File: src/rtl/irqr_pkg.sv
// Package for the interrupt router: register offsets, bus decode type and
// the decode function. Assumes a 7-bit byte address and at most 32
// sources and 4 cores, so route and core indices fit the fields below.
package irqr_pkg;

    localparam int ADDR_W      = 7;
    localparam int RIDX_W      = 5;
    localparam int CIDX_W      = 2;

    localparam logic [ADDR_W-1:0] OFF_STATUS = 7'h20;
    localparam logic [ADDR_W-1:0] OFF_MASK   = 7'h24;
    localparam logic [ADDR_W-1:0] OFF_SET    = 7'h28;
    localparam logic [ADDR_W-1:0] OFF_CLR    = 7'h2C;

    typedef struct packed {
        logic              route;
        logic              status;
        logic              mask_rd;
        logic              mask_set;
        logic              mask_clr;
        logic              core;
        logic [RIDX_W-1:0] route_idx;
        logic [CIDX_W-1:0] core_idx;
    } dec_t;

    // Map an offset and access size onto one register select (or none).
    function automatic dec_t decode(input logic [ADDR_W-1:0] a,
                                    input logic is_byte,
                                    input int n_src,
                                    input int n_core);
        dec_t d;
        d = '0;
        if (is_byte) begin
            if (a[6:5] == 2'b00 && int'(a[4:0]) < n_src) begin
                d.route     = 1'b1;
                d.route_idx = a[4:0];
            end
        end else if (a[1:0] == 2'b00) begin
            d.status   = (a == OFF_STATUS);
            d.mask_rd  = (a == OFF_MASK);
            d.mask_set = (a == OFF_SET);
            d.mask_clr = (a == OFF_CLR);
            if (a[6:5] == 2'b10 && a[2:0] == 3'b000 && int'(a[4:3]) < n_core) begin
                d.core     = 1'b1;
                d.core_idx = a[4:3];
            end
        end
        return d;
    endfunction

endpackage

File: src/rtl/irqr_regfile.sv
// Route entries and the enable mask. Takes decoded write strobes from the
// top and holds no status. Assumes at most one strobe is active per cycle.
module irqr_regfile #(
    parameter int N_SRC  = 32,
    parameter int N_CORE = 4,
    parameter int N_LINE = 4
) (
    input  logic                          clk,
    input  logic                          rst_n,
    input  logic                          rt_wr,
    input  logic [irqr_pkg::RIDX_W-1:0]   rt_idx,
    input  logic                          set_wr,
    input  logic                          clr_wr,
    input  logic [N_SRC-1:0]              wdata,
    output logic [N_SRC*(N_CORE+N_LINE)-1:0] route_flat,
    output logic [N_SRC-1:0]              mask_q
);

    localparam int RW = N_CORE + N_LINE;

    // One route entry register per source.
    for (genvar i = 0; i < N_SRC; i++) begin : g_route
        // Store the entry on a byte write addressed to this source.
        always_ff @(posedge clk) begin
            if (!rst_n) begin
                route_flat[i*RW +: RW] <= '0;
            end else if (rt_wr && int'(rt_idx) == i) begin
                route_flat[i*RW +: RW] <= wdata[RW-1:0];
            end
        end
    end

    // Enable mask: OR in on a set write, knock out bits on a clear write.
    always_ff @(posedge clk) begin
        if (!rst_n) begin
            mask_q <= '0;
        end else if (set_wr) begin
            mask_q <= mask_q | wdata;
        end else if (clr_wr) begin
            mask_q <= mask_q & ~wdata;
        end
    end


    mask_set_chk: assert property (@(posedge clk) disable iff (!rst_n)
        set_wr |=> mask_q == ($past(mask_q) | $past(wdata)));


    mask_clr_chk: assert property (@(posedge clk) disable iff (!rst_n)
        clr_wr |=> mask_q == ($past(mask_q) & ~$past(wdata)));


    route_hold_chk: assert property (@(posedge clk) disable iff (!rst_n)
        !rt_wr |=> $stable(route_flat));

endmodule

File: src/rtl/irqr_fanout.sv
// Computes the status word, the per-core status words and the outputs from
// the source levels, the mask and the route entries, and registers them.
// Assumes the sources are already synchronous to clk.
module irqr_fanout #(
    parameter int N_SRC  = 32,
    parameter int N_CORE = 4,
    parameter int N_LINE = 4
) (
    input  logic                              clk,
    input  logic                              rst_n,
    input  logic [N_SRC-1:0]                  pins,
    input  logic [N_SRC-1:0]                  mask_q,
    input  logic [N_SRC*(N_CORE+N_LINE)-1:0]  route_flat,
    output logic [N_SRC-1:0]                  status_q,
    output logic [N_CORE*N_SRC-1:0]           core_q,
    output logic [N_CORE*N_LINE-1:0]          irq_q
);

    localparam int RW   = N_CORE + N_LINE;
    localparam int NOUT = N_CORE * N_LINE;

    logic [N_SRC-1:0]       status_d;
    logic [N_CORE*N_SRC-1:0] core_d;
    logic [N_LINE-1:0]      line_any;
    logic [NOUT-1:0]        irq_d;

    // Gate the levels with the mask.
    always_comb status_d = pins & mask_q;

    // One column of sources per core and per line.
    for (genvar c = 0; c < N_CORE; c++) begin : g_core
        for (genvar i = 0; i < N_SRC; i++) begin : g_src
            // Source i counts for core c if active and routed there.
            always_comb core_d[c*N_SRC + i] = status_d[i] & route_flat[i*RW + c];
        end
    end

    for (genvar y = 0; y < N_LINE; y++) begin : g_line
        logic [N_SRC-1:0] col;
        for (genvar i = 0; i < N_SRC; i++) begin : g_src
            // Source i counts for line y if active and routed there.
            always_comb col[i] = status_d[i] & route_flat[i*RW + N_CORE + y];
        end
        // Any enabled active source selecting this line.
        always_comb line_any[y] = |col;
    end

    for (genvar c = 0; c < N_CORE; c++) begin : g_out_c
        for (genvar y = 0; y < N_LINE; y++) begin : g_out_y
            // Core condition and line condition met independently.
            always_comb irq_d[c*N_LINE + y] = (|core_d[c*N_SRC +: N_SRC]) & line_any[y];
        end
    end

    // Register all results together so they change on the same edge.
    always_ff @(posedge clk) begin
        if (!rst_n) begin
            status_q <= '0;
            core_q   <= '0;
            irq_q    <= '0;
        end else begin
            status_q <= status_d;
            core_q   <= core_d;
            irq_q    <= irq_d;
        end
    end


    status_pin_chk: assert property (@(posedge clk) disable iff (!rst_n)
        (|status_q) |-> ((status_q & ~$past(pins)) == '0));

    for (genvar c = 0; c < N_CORE; c++) begin : g_chk

        core_sub_chk: assert property (@(posedge clk) disable iff (!rst_n)
            (core_q[c*N_SRC +: N_SRC] & ~status_q) == '0);
        for (genvar y = 0; y < N_LINE; y++) begin : g_chk_y

            out_core_chk: assert property (@(posedge clk) disable iff (!rst_n)
                irq_q[c*N_LINE + y] |-> (|core_q[c*N_SRC +: N_SRC]));
        end
    end

endmodule

File: src/rtl/irqr_readback.sv
// Read multiplexer with one register stage. Takes decoded read selects
// from the top; a cycle without a read returns zero.
module irqr_readback #(
    parameter int N_SRC  = 32,
    parameter int N_CORE = 4,
    parameter int N_LINE = 4,
    parameter int DW     = 32
) (
    input  logic                              clk,
    input  logic                              rst_n,
    input  logic                              rd_en,
    input  logic                              sel_route,
    input  logic [irqr_pkg::RIDX_W-1:0]       route_idx,
    input  logic                              sel_status,
    input  logic                              sel_mask,
    input  logic                              sel_core,
    input  logic [irqr_pkg::CIDX_W-1:0]       core_idx,
    input  logic [N_SRC*(N_CORE+N_LINE)-1:0]  route_flat,
    input  logic [N_SRC-1:0]                  mask_q,
    input  logic [N_SRC-1:0]                  status_q,
    input  logic [N_CORE*N_SRC-1:0]           core_q,
    output logic [DW-1:0]                     rdata_q
);

    localparam int RW = N_CORE + N_LINE;

    logic [DW-1:0] rd_d;

    // Pick the selected register; unmapped selections give zero.
    always_comb begin
        rd_d = '0;
        if (rd_en) begin
            if (sel_route) begin
                rd_d[RW-1:0] = route_flat[int'(route_idx)*RW +: RW];
            end else if (sel_status) begin
                rd_d[N_SRC-1:0] = status_q;
            end else if (sel_mask) begin
                rd_d[N_SRC-1:0] = mask_q;
            end else if (sel_core) begin
                rd_d[N_SRC-1:0] = core_q[int'(core_idx)*N_SRC +: N_SRC];
            end
        end
    end

    // Return the data one cycle after the request.
    always_ff @(posedge clk) begin
        if (!rst_n) begin
            rdata_q <= '0;
        end else begin
            rdata_q <= rd_d;
        end
    end


    idle_zero_chk: assert property (@(posedge clk) disable iff (!rst_n)
        !rd_en |=> rdata_q == '0);

endmodule

File: src/rtl/irq_router.sv
// Top of the interrupt router. Decodes bus requests and connects the
// register file, the fanout logic and the read multiplexer. Assumes the
// sources and the bus are synchronous to clk.
module irq_router #(
    parameter int N_SRC  = 32,
    parameter int N_CORE = 4,
    parameter int N_LINE = 4,
    parameter int DW     = 32
) (
    input  logic                        clk,
    input  logic                        rst_n,
    input  logic [N_SRC-1:0]            irq_in,
    input  logic                        bus_valid,
    input  logic                        bus_write,
    input  logic [irqr_pkg::ADDR_W-1:0] bus_addr,
    input  logic [DW-1:0]               bus_wdata,
    input  logic                        bus_byte,
    output logic [DW-1:0]               bus_rdata,
    output logic [N_CORE*N_LINE-1:0]    irq_out
);

    import irqr_pkg::*;

    localparam int RW   = N_CORE + N_LINE;
    localparam int NOUT = N_CORE * N_LINE;

    dec_t                   dec;
    logic                   wr_en;
    logic                   rd_en;
    logic [N_SRC*RW-1:0]    route_flat;
    logic [N_SRC-1:0]       mask_q;
    logic [N_SRC-1:0]       status_q;
    logic [N_CORE*N_SRC-1:0] core_q;
    logic [NOUT-1:0]        irq_q;

    // Decode the request into a single register select.
    always_comb begin
        dec   = decode(bus_addr, bus_byte, N_SRC, N_CORE);
        wr_en = bus_valid & bus_write;
        rd_en = bus_valid & ~bus_write;
    end

    irqr_regfile #(.N_SRC(N_SRC), .N_CORE(N_CORE), .N_LINE(N_LINE)) u_regs (
        .clk        (clk),
        .rst_n      (rst_n),
        .rt_wr      (wr_en & dec.route),
        .rt_idx     (dec.route_idx),
        .set_wr     (wr_en & dec.mask_set),
        .clr_wr     (wr_en & dec.mask_clr),
        .wdata      (bus_wdata[N_SRC-1:0]),
        .route_flat (route_flat),
        .mask_q     (mask_q)
    );

    irqr_fanout #(.N_SRC(N_SRC), .N_CORE(N_CORE), .N_LINE(N_LINE)) u_fan (
        .clk        (clk),
        .rst_n      (rst_n),
        .pins       (irq_in),
        .mask_q     (mask_q),
        .route_flat (route_flat),
        .status_q   (status_q),
        .core_q     (core_q),
        .irq_q      (irq_q)
    );

    irqr_readback #(.N_SRC(N_SRC), .N_CORE(N_CORE), .N_LINE(N_LINE), .DW(DW)) u_rd (
        .clk        (clk),
        .rst_n      (rst_n),
        .rd_en      (rd_en),
        .sel_route  (dec.route),
        .route_idx  (dec.route_idx),
        .sel_status (dec.status),
        .sel_mask   (dec.mask_rd),
        .sel_core   (dec.core),
        .core_idx   (dec.core_idx),
        .route_flat (route_flat),
        .mask_q     (mask_q),
        .status_q   (status_q),
        .core_q     (core_q),
        .rdata_q    (bus_rdata)
    );

    // Drive the registered outputs.
    always_comb irq_out = irq_q;


    misalign_rd_chk: assert property (@(posedge clk) disable iff (!rst_n)
        (bus_valid && !bus_write && !bus_byte && bus_addr[1:0] != 2'b00) |=> bus_rdata == '0);


    misalign_wr_chk: assert property (@(posedge clk) disable iff (!rst_n)
        (bus_valid && bus_write && !bus_byte && bus_addr[1:0] != 2'b00) |=> $stable(mask_q));


    no_mask_quiet_chk: assert property (@(posedge clk) disable iff (!rst_n)
        (|status_q) |-> $past(|mask_q));


    out_line_chk: assert property (@(posedge clk) disable iff (!rst_n)
        (|irq_out) |-> (|status_q));

endmodule

File: config.mk
export PLATFORM = sky130hd
export DESIGN_NAME = irq_router
export DESIGN_NICKNAME = d
export VERILOG_FILES = /design/src/rtl/irqr_pkg.sv /design/src/rtl/irqr_regfile.sv /design/src/rtl/irqr_fanout.sv /design/src/rtl/irqr_readback.sv /design/src/rtl/irq_router.sv
export SDC_FILE = /design/constraint.sdc
export NUM_CORES = 1
export LEC_CHECK = 0
export CAP_MARGIN = 20
export CORE_ASPECT_RATIO = 1.1
export CORE_MARGIN = 4
export CORE_UTILIZATION = 35
export CTS_CLUSTER_DIAMETER = 200
export DETAILED_ROUTE_END_ITERATION = 10
export DONT_BUFFER_PORTS = 1
export PLACE_DENSITY = 0.54
export SYNTH_ARGS = -nofsm -noshare
export SYNTH_HDL_FRONTEND = slang
export SYNTH_SLANG_ARGS = --single-unit
File: constraint.sdc
create_clock -name clk -period 2.1 [get_ports clk]
set_input_delay 0.315 -clock clk [delete_from_list [all_inputs] [get_ports clk]]
set_output_delay 0.315 -clock clk [all_outputs]
set_load 0.005 [all_outputs]
==> results.md, run 1 <==
- Status: finished clean
- Wire per inst: between 30 and 40 microns
- Initial antenna violation count: 2
- Async SR Flop Fraction: 0
- CTS clk-pin slew, worst paths: approximately 70 ps
- Synthesized area: 20700 sq um
- Leak: 9.63 nW
- Yosys warning total: 0
- Most frequent cells in the layout: 495 x dfxtp_1, 298 x buf_4, 260 x a21oi_1
- Core area: between 50000 and 60000 sq um
- Clock power frac: 0.505
- Max clock buf depth: 3
- Tcrit/Tclk final: 0.997
- Post-synth EDFFs: 0
- Cells after DPL: roughly 3200
- Sequential share of the synthesized area: 0.479
- Most common cell after layout, fill and taps aside: dfxtp_1
- Synthesis-to-finish area growth: 29.6%
- Flop pwr share: 0.459
- Inserted Clock Buffers: 54
- Die ar.: ~63000 sq um
- Port bufs: 0
- First-pass GRT wire length: 145000 microns
- Remaining antenna violation count: 0
- Flops & latches, synth: 496
- Worst-Margin Slew: 1090 ps
- Worst-path fanout max: 4
- Comb pwr share: 0.036
- Routability-driven placement congestion ratio: 0.996
- Largest family of logic cells by synthesized area: simple AND/OR/NAND/NOR gates
- Worst setup EP type: flop
- Initial core utilization: 0.353
- Clock skew: 15.5 ps
- Cells after Synth: 2267
- TritonCTS clock tree: done
- Post-DP HPWL: ~75000 microns
- Total power: about 21 mW
- Largest net degree at the start of global routing: 68
- # nets final: around 2600
- Pwr/cell area: approximately 760 nW/um^2
- Share of cells above drive strength 1: 0.216
- Max_cap viols: 0
- Clock latency on the worst-skew pair: 620 ps
- Clk sink count: 496
- Final hold violations: 0
- Die Y: approximately 260 microns
- # H-tree levels: 2
- All-Layer GR Usage: 0.314
- Die X: approximately 240 microns
- # DRC: 0
- RSZ-0062 raised after global routing: true
- Adder-cell share of the synthesized area: 0
- Ports: 124
- GR Overflow Total: 0
- Crit path arrival time: 2610 ps
- Sw frac: 0.228
- Fill cells: between 5000 and 6000
- Initial DRC Count: about 2400
- Via/cell ratio: around 6.1
- Top_reg_cell synth: dfxtp_1
- FP Rows: between 90 and 100
- Net Switching: around 4.7 mW
- Routed Wire Length: between 100000 and 150000 microns
- Worst slew margin: 0.271
- VDD IR max: a little under 0.7 mV
- Min Tclk post-route: 2090 ps
- Yosys cell types: 55
- Worst path required time: between 2000 and 3000 ps
- Syn_area_per_cell: roughly 9.1 sq um
- Post-Synth XOR/XNOR Area: 0
- Final setup violation count: 0
- Post-synthesis net count: roughly 2300
- Number of global-route vias before repair: approximately 20000
- Startpoint Class: flop
- Internal: ~16 mW
- Util after Layout: 0.458
- Hold Crit Class: input pin to flop
- Mux contribution to synthesized area: 0.0911
- # diodes: 0
- CTS root buf: clkbuf_16
- DRT Pass-1 Iters: 6
- Synth Area in Compound Gates: 0.189
- FMAX: between 400 and 500 MHz
- Slew Limit Fails: 0
- Post-synthesis simple-gate area fraction: 0.200
- Non-filler cells, final: 3343
- Kind of critical path: flop to flop
- Via count: a little over 20000
worst paths after layout:
check                           cells past startpoint               start                      to  slack [ps]
worst max-delay path                                7                flop         u_fan.irq_q[12]           6
worst min-delay path                                2               rst_n  u_regs.route_flat[131]          20
worst max register to register                      7                flop         u_fan.irq_q[12]           6
worst min register to register                      2  u_fan.status_q[17]        u_rd.rdata_q[17]         440
cell usage after synthesis (6+ instances only):
cell / instances / area [sq um]
mux2_2: 10 / 113
and2_1: 180 / 1130
mux4_2: 33 / 743
a21oi_1: 260 / 1300
nand4_1: 29 / 181
nor2_1: 125 / 469
a22oi_1: 209 / 1570
nor3_2: 9 / 90.1
nand2_1: 219 / 822
o21ai_0: 8 / 40.0
buf_1: 26 / 97.6
a311oi_1: 32 / 280
clkbuf_1: 138 / 518
a221oi_1: 23 / 201
buf_2: 34 / 170
and3_1: 33 / 206
a22o_1: 15 / 131
nor3_1: 6 / 30.0
dfxtp_1: 496 / 9930
mux2i_1: 103 / 1030
a222oi_1: 8 / 80.1
or4_1: 7 / 52.6
nand3_1: 182 / 911
inv_1: 8 / 30.0
routing by layer:
layer,GRT usage,share of wire,vias up
met5,0,0.00013,-
met4,0.135,0.055,2
met3,0.0462,0.069,270
met2,0.530,0.48,1063
met1,0.398,0.40,10100
li1,-,-,8813
area by class of cell:
type / count / area [sq um] / area share
Multi-Input combinational cell: 1561 / 10200 / 0.380
Sequential cell: 496 / 9930 / 0.370
Timing Repair Buffer: 419 / 3800 / 0.142
Clock buffer: 68 / 1520 / 0.0564
Tap cell: 760 / 951 / 0.0354
Clock inverter: 31 / 417 / 0.0155
Inverter: 8 / 37.5 / 0.00140
critical path: stages, from the launching register on:
cell and delay, ps:
dfxtp_1 310, and2_2 250, buf_4 200, a22o_1 270
a221oi_1 270, nand4_1 130, o31a_1 370, and2_4 180
power groups by stage:
stage                     Clock (mW)  Sequential, mW  Combinational (mW)
after global placement             0            9.62               0.444
final                           10.3            9.42               0.741
after CTS                       10.4            9.41               0.727
after global routing            10.8            9.41               0.756
after detailed placement           0            9.62               0.447
after floorplan                    0            9.62               0.372
registers in the layout, summed over array words and instances (netlist names), named ones only:
register           cells
u_fan.core_q         128
u_regs.route_flat    256
u_rd.rdata_q          32
u_fan.status_q        32
u_fan.irq_q           16
metrics by stage:
step                      setup WS, ps  setup TNS [ps]  hold slack, ps  instance area [sq um]
final                             6.19               0            20.9                  26900
after global routing             -13.9           -45.3            20.7                  26900
after CTS                         5.20               0            6.73                  26700
after detailed placement          -420           -6970             426                  23700
after global placement            -493           -6000             421                  23700
after floorplan                  -26.9           -26.9             417                  20700
cell families after synthesis:
kind of cell | Yosys count
simple gates | 821
buf+inv | 210
compound gates | 594
mux | 146
flops | 496
what timing repair did:
| action | in CTS | in global routing |
|---|---|---|
| setup endpoints to repair | 16 | 16 |
| hold buffers | 90 | 0 |
| endpoints found under the hold margin | 322 | 0 |
| resized for setup | 22 | 41 |
| pin swaps | 3 | 6 |
| setup buffers | 0 | 1 |
(Power assumes the default switching activity.)
==> inputs of run 2 (changes only) <==
--- a/config.mk
+++ b/config.mk
@@ -12,7 +12,9 @@
 export CTS_CLUSTER_DIAMETER = 200
 export DETAILED_ROUTE_END_ITERATION = 10
 export DONT_BUFFER_PORTS = 1
+export MAX_ROUTING_LAYER = met4
 export PLACE_DENSITY = 0.54
+export REMOVE_ABC_BUFFERS = 1
 export SYNTH_ARGS = -nofsm -noshare
 export SYNTH_HDL_FRONTEND = slang
 export SYNTH_SLANG_ARGS = --single-unit
==> run 2 against run 1 <==
Compared with the run above: the run now ends with negative setup slack left; total power decreased by 4.3%; clock power decreased by 8%; via count decreased by 1.4%; sequential cell count unchanged; first-iteration DRC count decreased by 9.4%; critical endpoint is now u_fan.irq_q[0]; largest cell class unchanged.
==> results.md, run 2 (synthesized netlist as in run 1, its figures left out) <==
- Status: complete, but fails checks (was finished clean)
- Failing checks: negative setup slack
- Most frequent cells in the layout: 496 x dfxtp_1, 313 x buf_4, 260 x a21oi_1 (was 495 x dfxtp_1, 298 x buf_4, 260 x a21oi_1)
- FP Rows: 93 (unchanged)
- Reg with most FFs: u_regs.route_flat (unchanged)
- Routability-driven placement congestion ratio: 0.979 (was 0.996)
- Regs by FF count: u_regs.route_flat: 256 flops, u_fan.core_q: 128 flops (unchanged)
- Clk sink count: 496 (unchanged)
- Hold Crit Class: input pin to flop (unchanged)
- # H-tree levels: 2 (unchanged)
- Final setup violation count: 4 (was 0)
- Remaining antenna violation count: 0 (unchanged)
- Wire per inst: 31.1 microns (was 30.7 microns)
- Core area: 58600 sq um (unchanged)
- Tcrit/Tclk final: 1.00 (was 0.997)
- Cells after DPL: 3186 (was 3153)
- Number of global-route vias before repair: 19500 (was 19600)
- Final worst setup slack: -7.31 ps (was 6.19 ps)
- Worst-path fanout max: 5 (was 4)
- VDD IR max: 0.573 mV (was 0.692 mV)
- Slew Limit Fails: 0 (unchanged)
- Pwr/cell area: 726 nW/um^2 (was 763 nW/um^2)
- Port bufs: 0 (unchanged)
- Die X: 240 microns (unchanged)
- Die Y: 263 microns (unchanged)
- Leak: 9.67 nW (was 9.63 nW)
- Fill cells: 5657 (was 5611)
- # nets final: 2630 (was 2616)
- Max_cap viols: 0 (unchanged)
- Die ar.: 63200 sq um (unchanged)
- Largest register FFs: 256 (unchanged)
- Initial DRC Count: 2182 (was 2408)
- Area after DPL: 24100 sq um (was 23700 sq um)
- Worst setup EP type: flop (unchanged)
- All-Layer GR Usage: 0.329 (was 0.314)
- Inserted Clock Buffers: 53 (was 54)
- # DRC: 0 (unchanged)
- Post-route setup TNS: -21.7 ps (was 0 ps)
- DRT Pass-1 Iters: 5 (was 6)
- Synthesis-to-finish area growth: 30.4% (was 29.6%)
- CTS clk-pin slew, worst paths: 60 ps (was 70 ps)
- Routed Wire Length: 104000 microns (was 103000 microns)
- First-pass GRT wire length: 147000 microns (was 145000 microns)
- Non-filler cells, final: 3358 (was 3343)
- Kind of critical path: flop to flop (unchanged)
- Total power: 19.6 mW (was 20.5 mW)
- Min Tclk post-route: 2110 ps (was 2090 ps)
- Final hold violations: 0 (unchanged)
- TritonCTS clock tree: done (unchanged)
- Clock latency on the worst-skew pair: 620 ps (about the same)
- Worst path required time: 2600 ps (was 2610 ps)
- RSZ-0062 raised after global routing: true (unchanged)
- Max clock buf depth: 3 (unchanged)
- Worst-Margin Slew: 717 ps (was 1090 ps)
- Ports: 124 (unchanged)
- Final instance area: 27000 sq um (was 26900 sq um)
- Via/cell ratio: 5.96 (was 6.07)
- Most common cell after layout, fill and taps aside: dfxtp_1 (unchanged)
- CTS root buf: clkbuf_16 (unchanged)
- Initial core utilization: 0.353 (unchanged)
- GR Overflow Total: 0 (unchanged)
- Clock skew: 28.8 ps (was 15.5 ps)
- Crit path arrival time: 2600 ps (was 2610 ps)
- Largest net degree at the start of global routing: 61 (was 68)
- # diodes: 0 (unchanged)
- Startpoint Class: flop (unchanged)
- FMAX: 475 MHz (was 478 MHz)
- Via count: 20000 (was 20300)
- Share of cells above drive strength 1: 0.229 (was 0.216)
- Initial antenna violation count: 0 (was 2)
- Post-DP HPWL: 76600 microns (was 75500 microns)
- Worst slew margin: 0.522 (was 0.271)
[run 2: cell types whose count changed in the layout (fill, tap and decap cells not counted), moves of 7 or more]
cell / delta
and2_1: -7
dlygate4sd3_1: -17
clkbuf_1: +8
and2_4: +11
buf_12: +17
buf_4: +15
[run 2: worst paths after layout]
path / startpoint / end / slack [ps] / cells past startpoint
worst max-delay path: flop / u_fan.irq_q[0] / -7 / 5
worst min-delay path: rst_n / u_fan.status_q[22] / 20 / 1
worst max register to register: flop / u_fan.irq_q[0] / -7 / 5
worst min register to register: u_fan.status_q[8] / u_rd.rdata_q[8] / 430 / 2
[run 2: power by group]
group | internal, mW | switching [mW] | total (mW)
registers | 9.41 | 0.00435 | 9.42
logic | 0.279 | 0.482 | 0.761
clock network | 5.39 | 4.04 | 9.44
total | 15.1 | 4.53 | 19.6
[run 2: area by class of cell]
cell class / count / area, sq um / area share
clock inverters: 22 / 208 / 0.00768
inverters: 8 / 37.5 / 0.00139
repair buffers: 434 / 4090 / 0.151
flip-flops and latches: 496 / 9930 / 0.367
clock buffers: 77 / 1550 / 0.0573
well taps: 760 / 951 / 0.0352
multi-input cells: 1561 / 10300 / 0.380
[run 2: timing repair]
item	in CTS	in global routing
setup buffers	0	3
endpoints found under the setup margin	16	16
hold buffers	74	0
endpoints found under the hold margin	321	0
pin swaps	17	26
gates resized for setup	58	32
[run 2: metal layers]
metal / global-route usage / share of wire / up-vias
met4: 0.123 / 0.049 / 0
met1: 0.411 / 0.41 / 10000
li1: - / - / 8815
met3: 0.0391 / 0.059 / 240
met5: - / 0 / -
met2: 0.548 / 0.49 / 933
[run 2: through the flow]
stage / hold slack [ps] / worst slack (ps) / utilization
after floorplan: 417 / -3100 / -
after global placement: 422 / -386 / 0.412
after detailed placement: 426 / -367 / 0.412
after CTS: 6.88 / 9.59 / 0.459
after global routing: 4.38 / -2.69 / 0.461
final: 20.8 / -7.31 / 0.461
[run 2: critical path, cell delays in order (launching register included)]
cell and delay, ps:
dfxtp_1 310, and2_1 300, a22oi_1 380, nand4_1 210
or4_4 610, and2_4 190
